**src/rtl/lin_resp_pkg.sv**
```systemverilog
package lin_resp_pkg;
  localparam int CNT_W = 4;

  typedef struct packed {
    logic             wrData;
    logic [CNT_W-1:0] wrIdx;
    logic             wrChk;
  } ctrlStrobe_t;
endpackage

```
**src/rtl/lin_resp_ctrl.sv**
```systemverilog
module lin_resp_ctrl
  import lin_resp_pkg::*;
#(
  parameter int NUM_SLOTS = 8
) (
  input  logic             clk,
  input  logic             rstN,
  input  logic             respStart,
  input  logic [CNT_W-1:0] cfgLen,
  input  logic             byteValid,
  input  logic             stopDone,
  input  logic             flagClear,
  output ctrlStrobe_t      strobe,
  output logic             firstRcvd,
  output logic             respDone
);
  localparam logic [CNT_W-1:0] MAX_LEN = CNT_W'(NUM_SLOTS);

  logic [CNT_W-1:0] byteCnt;
  logic [CNT_W-1:0] lenReg;
  logic [CNT_W-1:0] effLen;
  logic             armed;
  logic             commit;
  logic             setFirst;
  logic             setDone;

  // Lengths of 0 or above the slot count become the full slot count.
  always_comb begin
    if (cfgLen == '0 || cfgLen > MAX_LEN) effLen = MAX_LEN;
    else                                  effLen = cfgLen;
  end

  // A byte counts only with its stop bit, while armed, and never in a trigger cycle.
  assign commit   = armed && byteValid && stopDone && !respStart;
  assign setDone  = commit && (byteCnt == lenReg);
  assign setFirst = commit && (byteCnt == '0) && (lenReg != '0);

  always_comb begin
    strobe.wrData = commit && (byteCnt != lenReg);
    strobe.wrIdx  = byteCnt;
    strobe.wrChk  = setDone;
  end

  always_ff @(posedge clk or negedge rstN) begin
    if (!rstN) begin
      byteCnt <= '0;
      lenReg  <= MAX_LEN;
      armed   <= 1'b0;
    end else if (respStart) begin
      byteCnt <= '0;
      lenReg  <= effLen;
      armed   <= 1'b1;
    end else if (setDone) begin
      armed   <= 1'b0;
    end else if (commit) begin
      byteCnt <= byteCnt + 1'b1;
    end
  end

  always_ff @(posedge clk or negedge rstN) begin
    if (!rstN) begin
      firstRcvd <= 1'b0;
      respDone  <= 1'b0;
    end else begin
      if (setFirst)                    firstRcvd <= 1'b1;
      else if (respStart || flagClear) firstRcvd <= 1'b0;
      if (setDone)                     respDone  <= 1'b1;
      else if (respStart || flagClear) respDone  <= 1'b0;
    end
  end
endmodule

```
**src/rtl/lin_resp_datapath.sv**
```systemverilog
module lin_resp_datapath
  import lin_resp_pkg::*;
#(
  parameter int NUM_SLOTS = 8,
  parameter int BYTE_W    = 8,
  localparam int IDX_W    = $clog2(NUM_SLOTS)
) (
  input  logic              clk,
  input  logic              rstN,
  input  ctrlStrobe_t       strobe,
  input  logic [BYTE_W-1:0] rxByte,
  input  logic [IDX_W-1:0]  rdIdx,
  output logic [BYTE_W-1:0] rdData,
  output logic [BYTE_W-1:0] chkByte
);
  logic [BYTE_W-1:0] slotQ [NUM_SLOTS];

  for (genvar s = 0; s < NUM_SLOTS; s++) begin : g_slot
    always_ff @(posedge clk or negedge rstN) begin
      if (!rstN)
        slotQ[s] <= '0;
      else if (strobe.wrData && strobe.wrIdx == CNT_W'(s))
        slotQ[s] <= rxByte;
    end
  end

  always_ff @(posedge clk or negedge rstN) begin
    if (!rstN)             chkByte <= '0;
    else if (strobe.wrChk) chkByte <= rxByte;
  end

  always_ff @(posedge clk or negedge rstN) begin
    if (!rstN) rdData <= '0;
    else       rdData <= slotQ[rdIdx];
  end
endmodule

```
**src/rtl/lin_resp_buffer.sv**
```systemverilog
module lin_resp_buffer
  import lin_resp_pkg::*;
#(
  parameter int NUM_SLOTS = 8,
  parameter int BYTE_W    = 8,
  localparam int IDX_W    = $clog2(NUM_SLOTS)
) (
  input  logic              clk,
  input  logic              rstN,
  input  logic              respStart,
  input  logic [CNT_W-1:0]  cfgLen,
  input  logic              byteValid,
  input  logic              stopDone,
  input  logic [BYTE_W-1:0] rxByte,
  input  logic              flagClear,
  input  logic [IDX_W-1:0]  rdIdx,
  output logic [BYTE_W-1:0] rdData,
  output logic [BYTE_W-1:0] chkByte,
  output logic              firstRcvd,
  output logic              respDone
);
  ctrlStrobe_t strobe;

  lin_resp_ctrl #(.NUM_SLOTS(NUM_SLOTS)) ctrl_i (
    .clk(clk), .rstN(rstN), .respStart(respStart), .cfgLen(cfgLen),
    .byteValid(byteValid), .stopDone(stopDone), .flagClear(flagClear),
    .strobe(strobe), .firstRcvd(firstRcvd), .respDone(respDone)
  );

  lin_resp_datapath #(.NUM_SLOTS(NUM_SLOTS), .BYTE_W(BYTE_W)) dp_i (
    .clk(clk), .rstN(rstN), .strobe(strobe), .rxByte(rxByte),
    .rdIdx(rdIdx), .rdData(rdData), .chkByte(chkByte)
  );
endmodule

```
**config.mk**
```make
export PLATFORM = sky130hd
export DESIGN_NAME = lin_resp_buffer
export DESIGN_NICKNAME = d
export VERILOG_FILES = /design/src/rtl/lin_resp_pkg.sv /design/src/rtl/lin_resp_ctrl.sv /design/src/rtl/lin_resp_datapath.sv /design/src/rtl/lin_resp_buffer.sv
export SDC_FILE = /design/constraint.sdc
export NUM_CORES = 1
export LEC_CHECK = 0
export BUFFER_PORTS_ARGS = -buffer_cell sky130_fd_sc_hd__buf_2
export CELL_PAD_IN_SITES_DETAIL_PLACEMENT = 1
export CELL_PAD_IN_SITES_GLOBAL_PLACEMENT = 2
export CORE_UTILIZATION = 39
export DETAILED_ROUTE_END_ITERATION = 8
export HOLD_SLACK_MARGIN = 0.12
export PLACE_DENSITY_LB_ADDON = 0.1
export SETUP_SLACK_MARGIN = 0.05
export SLEW_MARGIN = 20
export SYNTH_ARGS = -nofsm -noshare
export SYNTH_HDL_FRONTEND = slang
export SYNTH_SLANG_ARGS = --single-unit
```
**constraint.sdc**
```tcl
create_clock -name clk -period 1.6 [get_ports clk]
set_input_delay 0.16 -clock clk [delete_from_list [all_inputs] [get_ports clk]]
set_output_delay 0.16 -clock clk [all_outputs]
set_load 0.01 [all_outputs]
```
* Word-level counts from Yosys, hierarchy flattened
Index checks and enable logic that the tools add are counted.
** Word-level totals
- Bits of input ports :: 21
- Logic and storage cells :: 67
- Register bits after elaboration :: 91
** Cells by class
- Mux-type cells :: 12
- $add $sub $neg :: 1
- $lt $le $gt $ge :: 2
- Bitwise gates (word level) :: 1
- Reduce and logical (&&, ||, !) cells :: 26
- Equality and inequality tests :: 10
** Operators by type and width (number)
- binary-select mux 8 bit (select 3 bit) :: 1
- == test 4 x 3 -> 1 bit, second input constant :: 4
- two-way mux 4 bit :: 4
- two-way mux 8 bit :: 2
- logical AND 1 bit :: 15
- == test 4 x 2 -> 1 bit, second input constant :: 2
- zero test 4 bit :: 2
- nonzero test 2 bit :: 4
- two-way mux 1 bit :: 5
- adder 4 x 1 -> 4 bit, second input constant :: 1
- == test 4 x 1 -> 1 bit, second input constant :: 1
- == test 4 bit :: 1
- >= comparator 4 bit, second input constant :: 1
- greater-than comparator 4 bit, second input constant :: 1
- != test 4 bit :: 1
- NOT 3 -> 4 bit :: 1
- nonzero test 4 bit :: 1
- logical OR 1 bit :: 2
- != test 2 bit, second input constant :: 1
- AND reduction 2 bit :: 1
- zero test 1 bit :: 1

* Logic depth before layout (Yosys ltp)
Gate-level depths: netlist (run 1).
- Depth in word-level cells :: 6
- Depth in mapped cells :: 6
- Mapped depth without buffers :: 5

* Cells and area by module
Synthesis (run 1) repeated with hierarchy kept, for this count alone.
** Unflattened totals
- Cells, all modules :: 259
- Area total of the unflattened synthesis :: 4122.7 um^2
** Modules (own cells, without submodules)
- lin_resp_datapath :: sequential area each 2001.9 um^2, cells each 198, times used 1, area an instance 3538.4 um^2
- lin_resp_ctrl :: sequential area each 276.5 um^2, cells each 61, times used 1, area an instance 584.3 um^2

* Least setup slack after synthesis (run 1)
No wires, ideal clock.
- Kind :: flip-flop to flip-flop
- Start :: register ctrl_i.byteCnt[1]
- End :: register dp_i.slotQ[0] (netlist name)
- Setup time :: 0.125 ns
- Buffers on the path :: 1
- Arrival time :: 1.643 ns
- Period minus slack after synthesis :: 1.768 ns
- Path slack :: -0.168 ns
- Cell stages (with the launch flop) :: 6
- Cells stage by stage :: dfrtp_1 > xnor2_1 > a41oi_4 > and3_1 > buf_6 > mux2_2
** Between the ends
- Word-level cells in the longest chain between the ends :: 3
- Elaborated cells between the ends (all ways) :: 4
- Classes of those cells :: eq/ne: 2; reduce/logical: 2
** Ends and longest elaborated chain
- from (decl) :: line lin_resp_ctrl.sv:19 : logic [CNT_W-1:0] byteCnt;
- from (signal assigned) :: line lin_resp_ctrl.sv:56 : byteCnt <= byteCnt + 1'b1;
- != test 4 bit :: line lin_resp_ctrl.sv:39 : strobe.wrData = commit && (byteCnt != lenReg);
- logical AND 1 bit :: line lin_resp_ctrl.sv:39
- logical AND 1 bit (*) :: line lin_resp_datapath.sv:22 : else if (strobe.wrData && strobe.wrIdx == CNT_W'(s))
- to (signal, indexed assignment) :: line lin_resp_datapath.sv:23 : slotQ[s] <= rxByte;
- to (decl) :: line lin_resp_datapath.sv:16 : logic [BYTE_W-1:0] slotQ [NUM_SLOTS];
Mark *: on every way between the ends. The rest lies on a longest branch, timed or not.
A chain may end at the register's enable or synchronous reset.

* Final worst setup path (run 1)
- Start :: register ctrl_i.lenReg[1]
- End :: register dp_i.slotQ[48] (netlist name)
** Between the ends
- Word-level cells in the longest chain between the ends :: 3
** Ends and longest elaborated chain
- from (decl) :: line lin_resp_ctrl.sv:20 : logic [CNT_W-1:0] lenReg;
- from (signal assigned) :: line lin_resp_ctrl.sv:51 : lenReg <= effLen;
- != test 4 bit :: line lin_resp_ctrl.sv:39
- logical AND 1 bit :: line lin_resp_ctrl.sv:39
- logical AND 1 bit :: line lin_resp_datapath.sv:22
Every way passes these cells.

==> out/metrics.cfg, run 1 <==
[drt]
via_per_inst = 5.15
dr.first_iter.drc_count = 44
drtAntennaViolNets = 0
vias = 2509
totalWireLength_um = 9310
drt-pass1-iter-count = 4
wl_per_cell_um = 19.1
drc = 0

[global_route]
grt_pass1_vias = 2728
grt_usage = 0.193
grt_overflow = 0
grt_pass1_wl_um = 15600
antenna_found_initial = 0
grt_max_degree = 33

[clock_network]
ctsHtreeMaxLevel = 3
clkTransAtPathRegs_ns = 0.10
cts_buffers = 9
cts_tree = yes
clkLatencyLatePin_ns = 0.37
cts.sinks = 91
root_buffer = clkbuf_8
cts.path.max_buffers = 2

[timing]
finClkSkew_ns = 0.0127
finalCritPeriodShare = 1.10
worst_pin_slew_ns = 0.468
finalCriticalPeriod_ns = 1.76
slew_headroom = 0.688
hold_viol = 0
slew_viol_final = 0
rsz0062_at_grt = yes
tns_ns = -9.25
fmax_mhz = 569
setup_ws_ns = -0.158
setup_viol = 75

[floorplanning]
io_pins = 39
start_util = 0.408
num_rows = 36
die_h_um = 104
die_w_um = 104
core_um2 = 9860
dieArea_um2 = 10700

[yosys]
async_reset_ff_frac = 1.00
yosys.area_share.simple = 0.0520
synth_top_family_by_area = multiplexers
ys_top_cells_by_area = dfrtp_1 56%, mux2_2 23%, mux4_2 9.0%, nand3_2 1.5%, ha_1 1.2%
ys_seq_area_frac = 0.567
netlist_instances = 255
synth_compound_area_frac = 0.0209
synth_seq_cells = 91
ys_warn_count = 0
synth.largest_area_cell = dfrtp_1
syn-num-nets = 280
syn_avg_cell_area_um2 = 15.8
synth_xor_area_frac = 0.0109
synth_top_area_frac = 0.560
mappedNetlistArea_um2 = 4020
synth_ff_type = dfrtp_1
synth_cell_types = 32
muxShareOfSynthArea = 0.319
synth_edf_count = 0
synth_fa_ha_area_frac = 0.0124

[place]
io_buffers = 38
hpwl_um = 6260
dp.cells = 457
finalWeightedCongestion = 0.707

[layout]
fin_cells = 487
final_cell_mix = 87 x dfrtp_1, 56 x mux2_2, 37 x buf_2
multi_input_area_um2 = 1900
seqCellArea_um2 = 2280
layout-drive-gt1-share = 0.630
utilization = 0.539
fillers = 951
nets = 374
n_antenna_cell = 0
areaGrowthSynthToFinish_pct = 32.3
layout_commonest_cell = dfrtp_1

[critical_path]
endpoint_kind = flop
ff2ff_path_depth = 5
cp.required_ns = 1.85
start_kind = flop
cp_data_arrival_time_ns = 2.01
reg2reg_setup_slack_ns = -0.16
critical_path_class = flop to flop
crit_fanout = 8

[hold_path]
holdCritPathClass = input port to flop
whs_path_depth = 2

[power_and_ir_drop]
p_leak_nw = 2.52
pwr_density_cell_nw_per_um2 = 996
power_mw = 5.30
peakVddDrop_mv = 0.531

[run]
max_cap_viol_count = 0

[run_status]
violations = setup timing
status = complete, but fails checks

cells in the mapped netlist (3+ instances only):
cell,count
nand3_2,6
nand3b_1,4
xnor2_1,5
a21oi_1,3
nor2_1,9
mux2_2,81
dfrtp_1,90
o21ai_0,3
inv_1,5
buf_2,4
mux4_2,16
ha_1,4
layout make-up:
class / count / area share
Clock inverter: 7 / 0.0151
Multi-Input combinational cell: 150 / 0.357
Inverter: 5 / 0.00447
Timing Repair Buffer: 92 / 0.140
Tap cell: 133 / 0.0313
Sequential cell: 91 / 0.429
Clock buffer: 9 / 0.0233
cell families (layout without fill, tap and decap cells):
group | after synthesis | count (layout)
simple gates | 33 | 33
fa+ha+maj | 4 | 4
xor+xnor | 5 | 5
buf+inv | 14 | 113
mux | 98 | 98
flops | 91 | 91
compound gates | 10 | 10
through the flow:
step	hold slack, ns	cell area [um^2]	setup slack [ns]
global route	0.152	5320	-0.224
global placement	0.144	4760	-0.190
floorplan	-0.136	4100	-0.138
CTS	0.145	5200	-0.153
detailed placement	0.149	4760	-0.217
finish	0.156	5320	-0.158
flip-flops by register name (all words and copies together) (netlist names):
register / flops
dp_i.chkByte: 8
ctrl_i.armed: 1
ctrl_i.lenReg: 4
dp_i.rdData: 8
ctrl_i.respDone: 1
ctrl_i.byteCnt: 4
dp_i.slotQ: 64
ctrl_i.firstRcvd: 1
power breakdown:
| group | internal (mW) | switching (mW) |
|---|---|---|
| combinational | 0.551 | 0.388 |
| clock | 0.748 | 0.899 |
| sequential | 2.57 | 0.144 |
final timing paths:
check                                    end        startpoint
setup / recovery              dp_i.slotQ[48]  ctrl_i.lenReg[1]
hold / removal               dp_i.chkByte[5]         rxByte[5]
setup reg to reg              dp_i.slotQ[48]  ctrl_i.lenReg[1]
hold reg to reg              ctrl_i.respDone   ctrl_i.respDone
max in group asynchronous  ctrl_i.byteCnt[1]              rstN
min in group asynchronous     dp_i.slotQ[20]              rstN
timing repair:
action / CTS / global route
hold buffers: 9 / 0
hold endpoints to repair: 60 / 0
setup endpoints to repair: 78 / 79
gates resized for setup: 27 / 27
pin swaps: 6 / 5
buffers inserted: 3 / 3
worst max-delay path: stages (launching register included):
cell	delay [ns]
dfrtp_2	0.45
xnor2_4	0.16
a41oi_4	0.31
buf_4	0.24
nand3_4	0.17
mux2_2	0.31
per-layer routing:
metal,GRT usage,vias to the layer above,wire (um)
li1,-,1129,-
met1,0.267,1341,4310
met2,0.312,29,4710
met3,0.0258,10,149
met4,0.0683,0,136
met5,0,-,0
(Power assumes the default switching activity.)
==> run 2: changes to the inputs <==
--- a/config.mk
+++ b/config.mk
@@ -13,5 +13,4 @@
 export HOLD_SLACK_MARGIN = 0.12
-export PLACE_DENSITY_LB_ADDON = 0.1
+export PLACE_DENSITY_LB_ADDON = 0.12
 export SETUP_SLACK_MARGIN = 0.05
-export SLEW_MARGIN = 20
 export SYNTH_ARGS = -nofsm -noshare
--- a/constraint.sdc
+++ b/constraint.sdc
@@ -3,2 +3,2 @@
 set_output_delay 0.16 -clock clk [all_outputs]
-set_load 0.01 [all_outputs]
+set_load 0.1 [all_outputs]
==> run 2 against run 1 <==
The flow still finishes with violations (setup timing). Clock skew down 0.00098 ns. Worst hold slack worse by 0.022 ns. Global-route usage shrank 0.33 points. Flip-flop and latch count is the same. Critical path depth is the same. Utilization is 0.30 points higher. Critical endpoint is now dp_i.slotQ[50]. Highest routed layer unchanged.
==> out/metrics.cfg, run 2 (synthesized netlist as in run 1, its figures left out) <==
[run_status]
status = complete, but fails checks
violations = setup timing

[drt]
drc = 0
dr.first_iter.drc_count = 35
totalWireLength_um = 9470
wl_per_cell_um = 19.4
drtAntennaViolNets = 0
via_per_inst = 5.10
vias = 2496
drt-pass1-iter-count = 4

[timing]
finalCritPeriodShare = 1.13
finClkSkew_ns = 0.0117
rsz0062_at_grt = yes
hold_viol = 0
tns_ns = -12.69
setup_viol = 73
slew_viol_final = 0
whs_ns = 0.134
slew_headroom = 0.674
setup_ws_ns = -0.215
finalCriticalPeriod_ns = 1.81
worst_pin_slew_ns = 0.492
fmax_mhz = 551

[floorplanning]
start_util = 0.408
core_um2 = 9860
num_rows = 36
io_pins = 39
die_w_um = 104
dieArea_um2 = 10700
die_h_um = 104

[critical_path]
path_cells = xnor2_2 > a41oi_4 > buf_4 > nand3_4 > mux2_2
cpPeakStageDelay_ns = 0.43
critical_path_class = flop to flop
cp-startpoint = ctrl_i.lenReg[2]
crit_fanout = 8
critPathSlowestCell = dfrtp_1
cp.required_ns = 1.85
rr_endpoint = dp_i.slotQ[50]
endpoint_kind = flop
start_kind = flop
cp_data_arrival_time_ns = 2.07
ff2ff_path_depth = 5
crit_end = dp_i.slotQ[50]
reg2reg_setup_slack_ns = -0.21
timing.rr.start = ctrl_i.lenReg[2]

[layout]
final_cell_mix = 85 x dfrtp_1, 56 x mux2_2, 37 x buf_2
layout_commonest_cell = dfrtp_1
layout-drive-gt1-share = 0.638
n_antenna_cell = 0
regMostFlops = dp_i.slotQ
largest_register_ffs = 64
utilization = 0.542
nets = 376
areaGrowthSynthToFinish_pct = 33.1
reg_top3 = dp_i.slotQ (64), dp_i.chkByte (8), dp_i.rdData (8)
fin_cells = 489

[power_and_ir_drop]
peakVddDrop_mv = 0.709
pwr_density_cell_nw_per_um2 = 1080
p_leak_nw = 2.52

[place]
io_buffers = 38
dp.cells = 459
hpwl_um = 6360
finalWeightedCongestion = 0.733

[global_route]
antenna_found_initial = 0
grt_pass1_vias = 2711
grt_overflow = 0
grt_usage = 0.189
grt_pass1_wl_um = 15200
grt_max_degree = 37

[hold_path]
holdCritPathClass = input port to flop

[clock_network]
cts.sinks = 91
clkLatencyLatePin_ns = 0.37
cts_buffers = 9
clkTransAtPathRegs_ns = 0.09
cts_tree = yes
root_buffer = clkbuf_8
ctsHtreeMaxLevel = 3
cts.path.max_buffers = 2

[run]
max_cap_viol_count = 0

==> run 2: metrics by stage <==
stage	setup WS, ns	cell area [um^2]	total power, mW
6_report	-0.215	5350	5.77
5_1_grt	-0.257	5350	6.00
4_1_cts	-0.204	5250	5.81
3_5_place_dp	-0.309	4800	4.31
3_3_place_gp	-0.245	4800	4.27
2_1_floorplan	-0.138	4100	3.91
==> run 2: critical path: cells and delay by family, from the launching register on <==
kind | cells | cell delay (ns)
flops | 1 | 0.43
xor+xnor | 1 | 0.17
mux | 1 | 0.32
simple gates | 1 | 0.18
compound gates | 1 | 0.36
buf+inv | 1 | 0.23
==> run 2: where the power goes <==
group | leakage, nW | internal, mW | switching [mW]
registers | 1.21 | 2.57 | 0.144
logic | 1.22 | 0.556 | 1.07
clock network | 0.0868 | 0.569 | 0.869
total | 2.52 | 3.69 | 2.08
==> run 2: worst min path at each step <==
stage | to | depth (start not counted) | startpoint | slack, ns
after floorplan | ctrl_i.armed | 0 | rstN | -0.14
after global placement | dp_i.slotQ[28] | 1 | rstN | 0.1
after global routing | dp_i.slotQ[57] | 2 | rxByte[1] | 0.15
after CTS | ctrl_i.lenReg[1] | 3 | cfgLen[3] | 0.12
final | ctrl_i.lenReg[1] | 3 | cfgLen[3] | 0.13
after detailed placement | dp_i.slotQ[28] | 1 | rstN | 0.10
==> run 2: cell type report <==
class                   instances  area [um^2]
clock buffers                  10          128
clock inverters                 6         40.0
fillers                       986         4510
inverters                       5         18.8
multi-input cells             150         1930
flip-flops and latches         91         2280
well taps                     133          166
repair buffers                 94          781
==> run 2: what timing repair did <==
item / in CTS / in global routing
buffers inserted: 3 / 4
cloned: 0 / 0
gates resized for setup: 38 / 18
hold endpoints to repair: 97 / 0
setup endpoints to repair: 76 / 79
hold buffers: 8 / 0
pin swaps: 5 / 6
==> run 2: routing by layer <==
metal / wire length, um / GRT usage
met5: 0 / 0
met3: 211 / 0.0277
met1: 4520 / 0.264
met4: 148 / 0.0839
met2: 4590 / 0.295
==> run 3: changes to the inputs <==
- SKIP_CTS_REPAIR_TIMING: default -> 1
==> run 3 against run 2 <==
The run still ends with setup timing left. Sequential power barely moved. Register-to-register slack improved by 0.04 ns. Clock power barely moved. Worst setup slack improved by 0.035 ns. Wire length fell by 2.5%. Non-clock buffer count fell by 4. Sequential share of layout area rose by 0.84 points. First-iteration DRC count fell by 23%. Final area fell by 2.0%. Die area did not move. Critical endpoint unchanged.
==> out/metrics.cfg, run 3 (synthesized netlist as in run 1, its figures left out) <==
[run_status]
status = complete, but fails checks
violations = setup timing

[clock_network]
cts.sinks = 91
ctsHtreeMaxLevel = 3
cts.path.max_buffers = 2
clkLatencyLatePin_ns = 0.37
root_buffer = clkbuf_8
cts_buffers = 9
clkTransAtPathRegs_ns = 0.09
cts_tree = yes

[layout]
regMostFlops = dp_i.slotQ
fillers = 1008
nets = 372
n_antenna_cell = 0
largest_register_ffs = 64
layout-drive-gt1-share = 0.628
reg_top3 = dp_i.slotQ (64), dp_i.chkByte (8), dp_i.rdData (8)
areaGrowthSynthToFinish_pct = 30.4
final_cell_mix = 87 x dfrtp_1, 57 x mux2_2, 37 x buf_2
layout_commonest_cell = dfrtp_1

[critical_path]
start_kind = flop
cp_data_arrival_time_ns = 2.04
timing.rr.start = ctrl_i.lenReg[2]
cp-startpoint = ctrl_i.lenReg[2]
critical_path_class = flop to flop
endpoint_kind = flop
reg2reg_setup_slack_ns = -0.18
cp.required_ns = 1.86
crit_fanout = 8

[place]
hpwl_um = 6360
io_buffers = 38
finalWeightedCongestion = 0.733

[power_and_ir_drop]
p_leak_nw = 2.49
pwr_density_cell_nw_per_um2 = 1090
peakVddDrop_mv = 0.719

[global_route]
grt_pass1_vias = 2589
grt_max_degree = 37
grt_overflow = 0
grt_usage = 0.182
antenna_found_initial = 0
grt_pass1_wl_um = 14600

[drt]
vias = 2489
drtAntennaViolNets = 0
drc = 0
via_per_inst = 5.13
totalWireLength_um = 9230
dr.first_iter.drc_count = 27
wl_per_cell_um = 19.0
drt-pass1-iter-count = 4

[timing]
rsz0062_at_grt = yes
finalCritPeriodShare = 1.11
setup_viol = 72
finClkSkew_ns = 0.0127
worst_pin_slew_ns = 0.492
finalCriticalPeriod_ns = 1.78
setup_ws_ns = -0.180
slew_headroom = 0.674
hold_viol = 0
whs_ns = 0.144
tns_ns = -10.88
slew_viol_final = 0
fmax_mhz = 562

[floorplanning]
start_util = 0.408
num_rows = 36
die_h_um = 104
dieArea_um2 = 10700
core_um2 = 9860
die_w_um = 104
io_pins = 39

[hold_path]
holdCritPathClass = input port to flop
hp-start = rxByte[5]

[run]
max_cap_viol_count = 0

[run 3: metal layers]
metal / track usage / wire (um) / part of all wire
met1: 0.257 / 4450 / 0.48
met2: 0.276 / 4440 / 0.48
met3: 0.0296 / 198 / 0.021
met4: 0.0839 / 148 / 0.016
met5: 0 / 0 / 0
[run 3: worst paths after layout]
kind | endpoint | cells after the start
min | dp_i.chkByte[5] | 2
max | dp_i.slotQ[50] | 5
max reg2reg | dp_i.slotQ[50] | 5
min in group asynchronous | dp_i.slotQ[28] | 2
max in group asynchronous | dp_i.slotQ[41] | 3
min reg2reg | ctrl_i.respDone | 1
[run 3: layout make-up]
cell class / count / area (um^2) / area share
clock buffers: 10 / 128 / 0.0243
clock inverters: 6 / 40.0 / 0.00764
inverters: 5 / 18.8 / 0.00358
multi-input cells: 150 / 1890 / 0.360
flip-flops and latches: 91 / 2280 / 0.435
well taps: 133 / 166 / 0.0317
repair buffers: 90 / 718 / 0.137
[run 3: power breakdown]
part / switching [mW] / total, mW / internal [mW]
logic: 1.06 / 1.59 / 0.537
registers: 0.143 / 2.71 / 2.57
clock network: 0.863 / 1.43 / 0.569
[run 3: per-stage QoR]
stage               cell area, um^2  power (mW)  instances  setup WS [ns]   util
global placement               4800        4.27        459         -0.245  0.487
detailed placement             4800        4.31        459         -0.309  0.487
floorplan                      4100        3.91        255         -0.138      -
finish                         5240        5.74        485         -0.180  0.531
global route                   5240        5.96        485         -0.223  0.531
CTS                            4970        5.75        475         -0.317  0.504
[run 3: worst max-delay path, cell delays in order (launching register included)]
cell and delay (ns):
dfrtp_1 0.43, xnor2_2 0.18, a41oi_4 0.33, buf_4 0.22, nand3_4 0.18, mux2_2 0.32
